$ cat config.mk
export PLATFORM = sky130hd
export DESIGN_NAME = xfer_cmd_rx
export DESIGN_NICKNAME = d
export VERILOG_FILES = /design/src/rtl/xfer_cmd_pkg.sv /design/src/rtl/xfer_cmd_decode.sv /design/src/rtl/xfer_cmd_seq.sv /design/src/rtl/xfer_cmd_rx.sv
export SDC_FILE = /design/constraint.sdc
export NUM_CORES = 1
export LEC_CHECK = 0
export ABC_AREA = 1
export BUFFER_PORTS_ARGS = -buffer_cell sky130_fd_sc_hd__buf_2
export CORE_MARGIN = 10
export CORE_UTILIZATION = 50
export DETAILED_ROUTE_END_ITERATION = 6
export PLACE_DENSITY = 0.76
export SLEW_MARGIN = 15
export SYNTH_ARGS = -nofsm -noshare
export SYNTH_HDL_FRONTEND = slang
export SYNTH_SLANG_ARGS = --single-unit
$ cat constraint.sdc
create_clock -name clk -period 3.6 [get_ports clk]
set_input_delay 0.18 -clock clk [delete_from_list [all_inputs] [get_ports clk]]
set_output_delay 0.18 -clock clk [all_outputs]
set_load 0.01 [all_outputs]
$ cat src/rtl/xfer_cmd_pkg.sv
package xfer_cmd_pkg;
  localparam int OPC_W = 4;

  localparam logic [3:0] OPC_NONE  = 4'd0;
  localparam logic [3:0] OPC_RDBEG = 4'd1;
  localparam logic [3:0] OPC_WRBEG = 4'd2;
  localparam logic [3:0] OPC_ENDA  = 4'd3;
  localparam logic [3:0] OPC_STAT  = 4'd4;
  localparam logic [3:0] OPC_MCLR  = 4'd5;
  localparam logic [3:0] OPC_TERM  = 4'd6;
  localparam logic [3:0] OPC_PROT  = 4'd7;

  localparam logic [3:0] ERR_OPCODE = 4'd1;
  localparam logic [3:0] ERR_ORPHAN = 4'd2;
  localparam logic [3:0] ERR_BROKEN = 4'd3;
  localparam logic [3:0] ERR_RANGE  = 4'd4;
  localparam logic [3:0] ERR_RSVD   = 4'd5;

  typedef enum logic [2:0] {
    CLS_BEGIN,
    CLS_END,
    CLS_SINGLE,
    CLS_MCLR,
    CLS_BAD
  } word_cls_e;

  // Status request and test codes produce no status word.
  function automatic logic wants_report(input logic [3:0] opc);
    return !(opc == OPC_STAT || opc[3]);
  endfunction
endpackage

$ cat src/rtl/xfer_cmd_decode.sv
module xfer_cmd_decode
  import xfer_cmd_pkg::*;
#(
  parameter int WORD_W = 30,
  parameter int ADDR_W = 18
) (
  input  logic [WORD_W-1:0] word,
  output logic [OPC_W-1:0]  opc,
  output logic [ADDR_W-1:0] addr,
  output word_cls_e         cls,
  output logic [3:0]        bad_code
);
  localparam int RSV_W = WORD_W - OPC_W - ADDR_W;

  logic rsv_bad;

  assign opc  = word[WORD_W-1 -: OPC_W];
  assign addr = word[ADDR_W-1:0];

  generate
    if (RSV_W > 0) begin : g_rsv
      assign rsv_bad = |word[ADDR_W +: RSV_W];
    end else begin : g_norsv
      assign rsv_bad = 1'b0;
    end
  endgenerate

  always_comb begin
    bad_code = ERR_OPCODE;
    if (rsv_bad) begin
      cls      = CLS_BAD;
      bad_code = ERR_RSVD;
    end else begin
      unique case (opc)
        OPC_NONE:             cls = CLS_BAD;
        OPC_RDBEG, OPC_WRBEG: cls = CLS_BEGIN;
        OPC_ENDA:             cls = CLS_END;
        OPC_MCLR:             cls = CLS_MCLR;
        default:              cls = CLS_SINGLE;
      endcase
    end
  end
endmodule

$ cat src/rtl/xfer_cmd_seq.sv
module xfer_cmd_seq
  import xfer_cmd_pkg::*;
#(
  parameter int ADDR_W = 18
) (
  input  logic              clk,
  input  logic              rst_n,
  input  logic              accept,
  input  word_cls_e         cls,
  input  logic [OPC_W-1:0]  opc,
  input  logic [ADDR_W-1:0] addr,
  input  logic [3:0]        bad_code,
  input  logic              xfer_ready,
  output logic              op_valid,
  output logic [3:0]        op_kind,
  output logic [ADDR_W-1:0] op_arg,
  output logic              status_rpt,
  output logic              inv_valid,
  output logic [3:0]        inv_code,
  output logic              pair_open,
  output logic              xfer_valid,
  output logic              xfer_write,
  output logic [ADDR_W-1:0] xfer_begin,
  output logic [ADDR_W-1:0] xfer_end,
  output logic              evt_issue,
  output logic              evt_abort
);
  logic [ADDR_W-1:0] beg_q;
  logic              wr_q;

  function automatic logic range_in_order(input logic [ADDR_W-1:0] b,
                                          input logic [ADDR_W-1:0] e);
    return e >= b;
  endfunction

  assign evt_issue = accept && pair_open && cls == CLS_END && range_in_order(beg_q, addr);
  assign evt_abort = accept && pair_open && cls != CLS_END && cls != CLS_MCLR;

  always_ff @(posedge clk or negedge rst_n) begin
    if (!rst_n) begin
      op_valid   <= 1'b0;
      op_kind    <= '0;
      op_arg     <= '0;
      status_rpt <= 1'b0;
      inv_valid  <= 1'b0;
      inv_code   <= '0;
      pair_open  <= 1'b0;
      xfer_valid <= 1'b0;
      xfer_write <= 1'b0;
      xfer_begin <= '0;
      xfer_end   <= '0;
      beg_q      <= '0;
      wr_q       <= 1'b0;
    end else begin
      op_valid   <= 1'b0;
      inv_valid  <= 1'b0;
      status_rpt <= 1'b0;
      if (xfer_valid && xfer_ready) xfer_valid <= 1'b0;
      if (accept) begin
        if (cls == CLS_MCLR) begin
          pair_open  <= 1'b0;
          op_valid   <= 1'b1;
          op_kind    <= opc;
          op_arg     <= addr;
          status_rpt <= 1'b1;
        end else if (pair_open) begin
          pair_open  <= 1'b0;
          status_rpt <= 1'b1;
          if (evt_issue) begin
            xfer_valid <= 1'b1;
            xfer_write <= wr_q;
            xfer_begin <= beg_q;
            xfer_end   <= addr;
          end else begin
            inv_valid <= 1'b1;
            inv_code  <= (cls == CLS_END) ? ERR_RANGE : ERR_BROKEN;
          end
        end else begin
          unique case (cls)
            CLS_BEGIN: begin
              pair_open <= 1'b1;
              beg_q     <= addr;
              wr_q      <= (opc == OPC_WRBEG);
            end
            CLS_END: begin
              inv_valid  <= 1'b1;
              inv_code   <= ERR_ORPHAN;
              status_rpt <= 1'b1;
            end
            CLS_SINGLE: begin
              op_valid   <= 1'b1;
              op_kind    <= opc;
              op_arg     <= addr;
              status_rpt <= wants_report(opc);
            end
            default: begin
              inv_valid  <= 1'b1;
              inv_code   <= bad_code;
              status_rpt <= 1'b1;
            end
          endcase
        end
      end
    end
  end
endmodule

$ cat src/rtl/xfer_cmd_rx.sv
module xfer_cmd_rx
  import xfer_cmd_pkg::*;
#(
  parameter int WORD_W = 30,
  parameter int ADDR_W = 18
) (
  input  logic              clk,
  input  logic              rst_n,
  input  logic              cmd_valid,
  input  logic [WORD_W-1:0] cmd_word,
  output logic              cmd_ready,
  output logic              op_valid,
  output logic [3:0]        op_kind,
  output logic [ADDR_W-1:0] op_arg,
  output logic              status_rpt,
  output logic              inv_valid,
  output logic [3:0]        inv_code,
  output logic              pair_open,
  output logic              xfer_valid,
  input  logic              xfer_ready,
  output logic              xfer_write,
  output logic [ADDR_W-1:0] xfer_begin,
  output logic [ADDR_W-1:0] xfer_end
);
  logic [OPC_W-1:0]  dec_opc;
  logic [ADDR_W-1:0] dec_addr;
  word_cls_e         dec_cls;
  logic [3:0]        dec_bad;
  logic              evt_accept;
  logic              evt_issue;
  logic              evt_abort;

  assign cmd_ready  = !xfer_valid;
  assign evt_accept = cmd_valid && cmd_ready;

  xfer_cmd_decode #(.WORD_W(WORD_W), .ADDR_W(ADDR_W)) u_dec (
    .word     (cmd_word),
    .opc      (dec_opc),
    .addr     (dec_addr),
    .cls      (dec_cls),
    .bad_code (dec_bad)
  );

  xfer_cmd_seq #(.ADDR_W(ADDR_W)) u_seq (
    .clk        (clk),
    .rst_n      (rst_n),
    .accept     (evt_accept),
    .cls        (dec_cls),
    .opc        (dec_opc),
    .addr       (dec_addr),
    .bad_code   (dec_bad),
    .xfer_ready (xfer_ready),
    .op_valid   (op_valid),
    .op_kind    (op_kind),
    .op_arg     (op_arg),
    .status_rpt (status_rpt),
    .inv_valid  (inv_valid),
    .inv_code   (inv_code),
    .pair_open  (pair_open),
    .xfer_valid (xfer_valid),
    .xfer_write (xfer_write),
    .xfer_begin (xfer_begin),
    .xfer_end   (xfer_end),
    .evt_issue  (evt_issue),
    .evt_abort  (evt_abort)
  );
endmodule

==> flow_metrics.py <==
metrics = {
    "synth": {
        "ys_ff_latch": 86,
        "yosysWarnings": 0,
        "yosysSeqAreaShare_pct": 56.0,
        "syn_area_per_cell_um2": 8.95,
        "synth_edf_count": 0,
        "synthDistinctLibCells": 27,
        "synthArstFlopShare_pct": 100,
        "syn-num-nets": 481,
        "mappedNetlistArea_mm2": 0.00384,
        "syn_inst": 429,
        "yosys_most_used_dff": "dfrtp_1",
    },
    "cells_and_area": {
        "fin_area_mm2": 0.00461,
        "final_cell_count_no_fill": 632,
        "nets": 580,
        "layout-drive-gt1-share_pct": 24.8,
        "area_growth_syn_to_layout_pct": 20.1,
        "diodes": 0,
        "final_util_pct": 62.6,
    },
    "sta": {
        "fin_crit_sh_pct": 72.0,
        "rsz0062_at_grt": "false",
        "maxSlewHeadroom_pct": 49.8,
        "fin_crit_ns": 2.59,
        "setup_viol": 0,
        "fin_setup_tns_ns": 0,
        "fmax_mhz": 386,
        "tightest_slew_ns": 0.753,
        "finClkSkew_ns": 0.0141,
        "drv_slew": 0,
        "hold_viol_final": 0,
    },
    "run": {
        "max_cap_violations": 0,
    },
    "placement": {
        "port-buffer-count": 101,
        "place_congestion": 0.824,
        "placed_cell_area_mm2": 0.00438,
        "place_inst": 614,
        "dp_hpwl_um": 6530,
    },
    "power": {
        "p_leak_nw": 2.50,
        "max-vdd-ir-drop_mv": 0.284,
        "power_density_mw_per_mm2": 392,
    },
    "route": {
        "drc": 0,
        "first_iter_violations": 99,
        "dr.max_layer_used": "met4",
        "antenna_left": 0,
        "route.met3.wl_um": 668,
        "wl_met2_um": 4180,
        "vias_per_cell": 4.91,
        "m1WireLength_um": 3780,
        "firstDrtPassIters": 4,
        "wl_per_cell_um": 13.8,
        "totalWireLength_um": 8720,
        "vias": 3100,
    },
    "clock_tree": {
        "postCtsHoldBufs": 0,
        "cts.sinks": 86,
        "cts_buffer_depth": 2,
        "numCtsBuffers": 9,
        "post_cts_buffers": 0,
        "cts_root_buf": "clkbuf_8",
        "htreeDepth": 3,
        "path_clk_slew_ns": 0.09,
        "clkLatencyLatePin_ns": 0.35,
        "ctsResizeCount": 0,
        "cts_tree": "done",
    },
    "floorplan": {
        "core_mm2": 0.00737,
        "die_area_mm2": 0.0116,
        "rows": 31,
        "start_util_pct": 52.1,
        "dieHeight_um": 108,
        "dieWidth_um": 108,
        "ios": 103,
    },
    "critical_path": {
        "reg2reg_setup_slack_ns": 1.01,
        "crit_type": "flip-flop to flip-flop",
        "required_ns": 3.81,
        "critPathArrivalTime_ns": 2.80,
        "critPathCaptureType": "flip-flop",
        "path_max_fanout": 40,
        "start_kind": "flip-flop",
    },
    "grt": {
        "track_usage_pct": 15.0,
        "grt_pass1_vias": 3023,
        "grt_max_degree": 87,
        "antenna_found_initial": 0,
        "grt_pass1_wl_um": 14100,
        "grt_overflow": 0,
    },
    "outcome": {
        "status": "completed",
    },
    "hold_path": {
        "hold_class": "input port to flip-flop",
    },
}
==> placed cells by master, fill, tap and decap left out, drive strengths merged <==
cell | Yosys | layout
ha | 18 | 18
nor3 | 1 | 1
a21boi | 1 | 1
inv | 55 | 55
o21ai | 83 | 83
nand2 | 121 | 121
nor2 | 25 | 25
conb | 1 | 1
buf | 8 | 103
xor2 | 1 | 1
bufinv | 0 | 1
o2111ai | 1 | 1
clkbuf | 9 | 12
nand4 | 2 | 2
or2 | 1 | 1
clkinv | 0 | 2
a21oi | 5 | 5
dfrtp | 86 | 86
a21o | 1 | 1
dlygate4sd3 | 0 | 2
clkinvlp | 0 | 1
nand3 | 10 | 10
==> where the power goes <==
part	switching, W	leakage [nW]	internal [W]
Combinational	0.0000803	1.21	0.0000462
Sequential	0.00000673	1.19	0.000979
Clock	0.000336	0.103	0.000362
==> registers in the layout (all words and copies together) (netlist names) <==
name / cells
u_seq.xfer_valid: 1
u_seq.inv_code: 3
u_seq.xfer_end: 18
u_seq.xfer_write: 1
u_seq.status_rpt: 1
u_seq.inv_valid: 1
u_seq.beg_q: 18
u_seq.xfer_begin: 18
u_seq.op_valid: 1
u_seq.op_arg: 18
u_seq.pair_open: 1
u_seq.wr_q: 1
u_seq.op_kind: 4
==> cell usage after synthesis (2+ instances only) <==
cell type | instances | area (µm²)
ha_1 | 18 | 225
clkbuf_1 | 9 | 33.8
a21oi_1 | 5 | 25.0
nand3_1 | 9 | 45.0
dfrtp_1 | 86 | 2150
nand2_1 | 120 | 450
inv_1 | 53 | 199
o21ai_2 | 5 | 43.8
o21ai_0 | 57 | 285
buf_2 | 2 | 10.0
nor2_2 | 2 | 12.5
buf_6 | 5 | 56.3
nand4_1 | 2 | 12.5
o21ai_1 | 21 | 105
nor2_1 | 22 | 82.6
inv_2 | 2 | 7.51
==> final timing paths <==
path / endpoint / cells past startpoint / from
worst max register to register: u_seq.xfer_begin[14]$_DFFE_PN0P_ / 11 / u_seq.beg_q[17]$_DFFE_PN0P_
max in group asynchronous: u_seq.xfer_begin[14]$_DFFE_PN0P_ / 2 / rst_n
worst min-delay path: u_seq.op_arg[5]$_DFFE_PN0P_ / 3 / cmd_word[5]
min in group asynchronous: u_seq.inv_valid$_DFF_PN0_ / 2 / rst_n
worst min register to register: u_seq.inv_code[1]$_DFFE_PN0P_ / 2 / u_seq.inv_code[1]$_DFFE_PN0P_
worst max-delay path: u_seq.xfer_begin[14]$_DFFE_PN0P_ / 11 / u_seq.beg_q[17]$_DFFE_PN0P_
==> layout make-up <==
type                            count  area [µm²]
Clock buffer                       12         155
Inverter                           55         206
Fill cell                         666        2760
Clock inverter                      4        55.1
Timing Repair Buffer              105         547
Tap cell                           99         124
Multi-Input combinational cell    271        1370
Sequential cell                    86        2150
==> critical path: stages, from the launching register on <==
cell,delay [ns]
dfrtp_1,0.36
inv_1,0.06
ha_1,0.29
nand2_1,0.07
nor2_1,0.19
a21boi_0,0.26
nor2_1,0.08
nand3_1,0.14
nand2_2,0.40
buf_4,0.42
nand2_1,0.09
o21ai_0,0.07
==> through the flow <==
stage / setup slack [ns] / total power, W / hold slack [ns]
2_1_floorplan: 1.82 / 0.00106 / -0.116
3_3_place_gp: 1.08 / 0.00113 / 0.361
3_5_place_dp: 1.06 / 0.00113 / 0.377
4_1_cts: 1.01 / 0.00182 / 0.0136
5_1_grt: 0.730 / 0.00190 / 0.125
6_report: 1.01 / 0.00181 / 0.135
==> kinds of logic after synthesis <==
| kind of cell | share of synthesized area, % |
|---|---|
| and+or+nand+nor | 17.0 |
| AOI/OAI and AO/OA | 12.6 |
| DFF | 56.0 |
| buffers and inverters | 8.18 |
| adders and majority gates | 5.87 |
| xor gates and xnor gates | 0.228 |
| other | 0.0977 |
==> per-layer routing <==
layer | vias up | GRT usage, %
li1 | 1564 | -
met1 | 1459 | 18.1
met2 | 70 | 24.3
met3 | 7 | 6.17
met4 | 0 | 3.53
met5 | - | 0
Note: power is estimated with default switching activity, not from simulation.
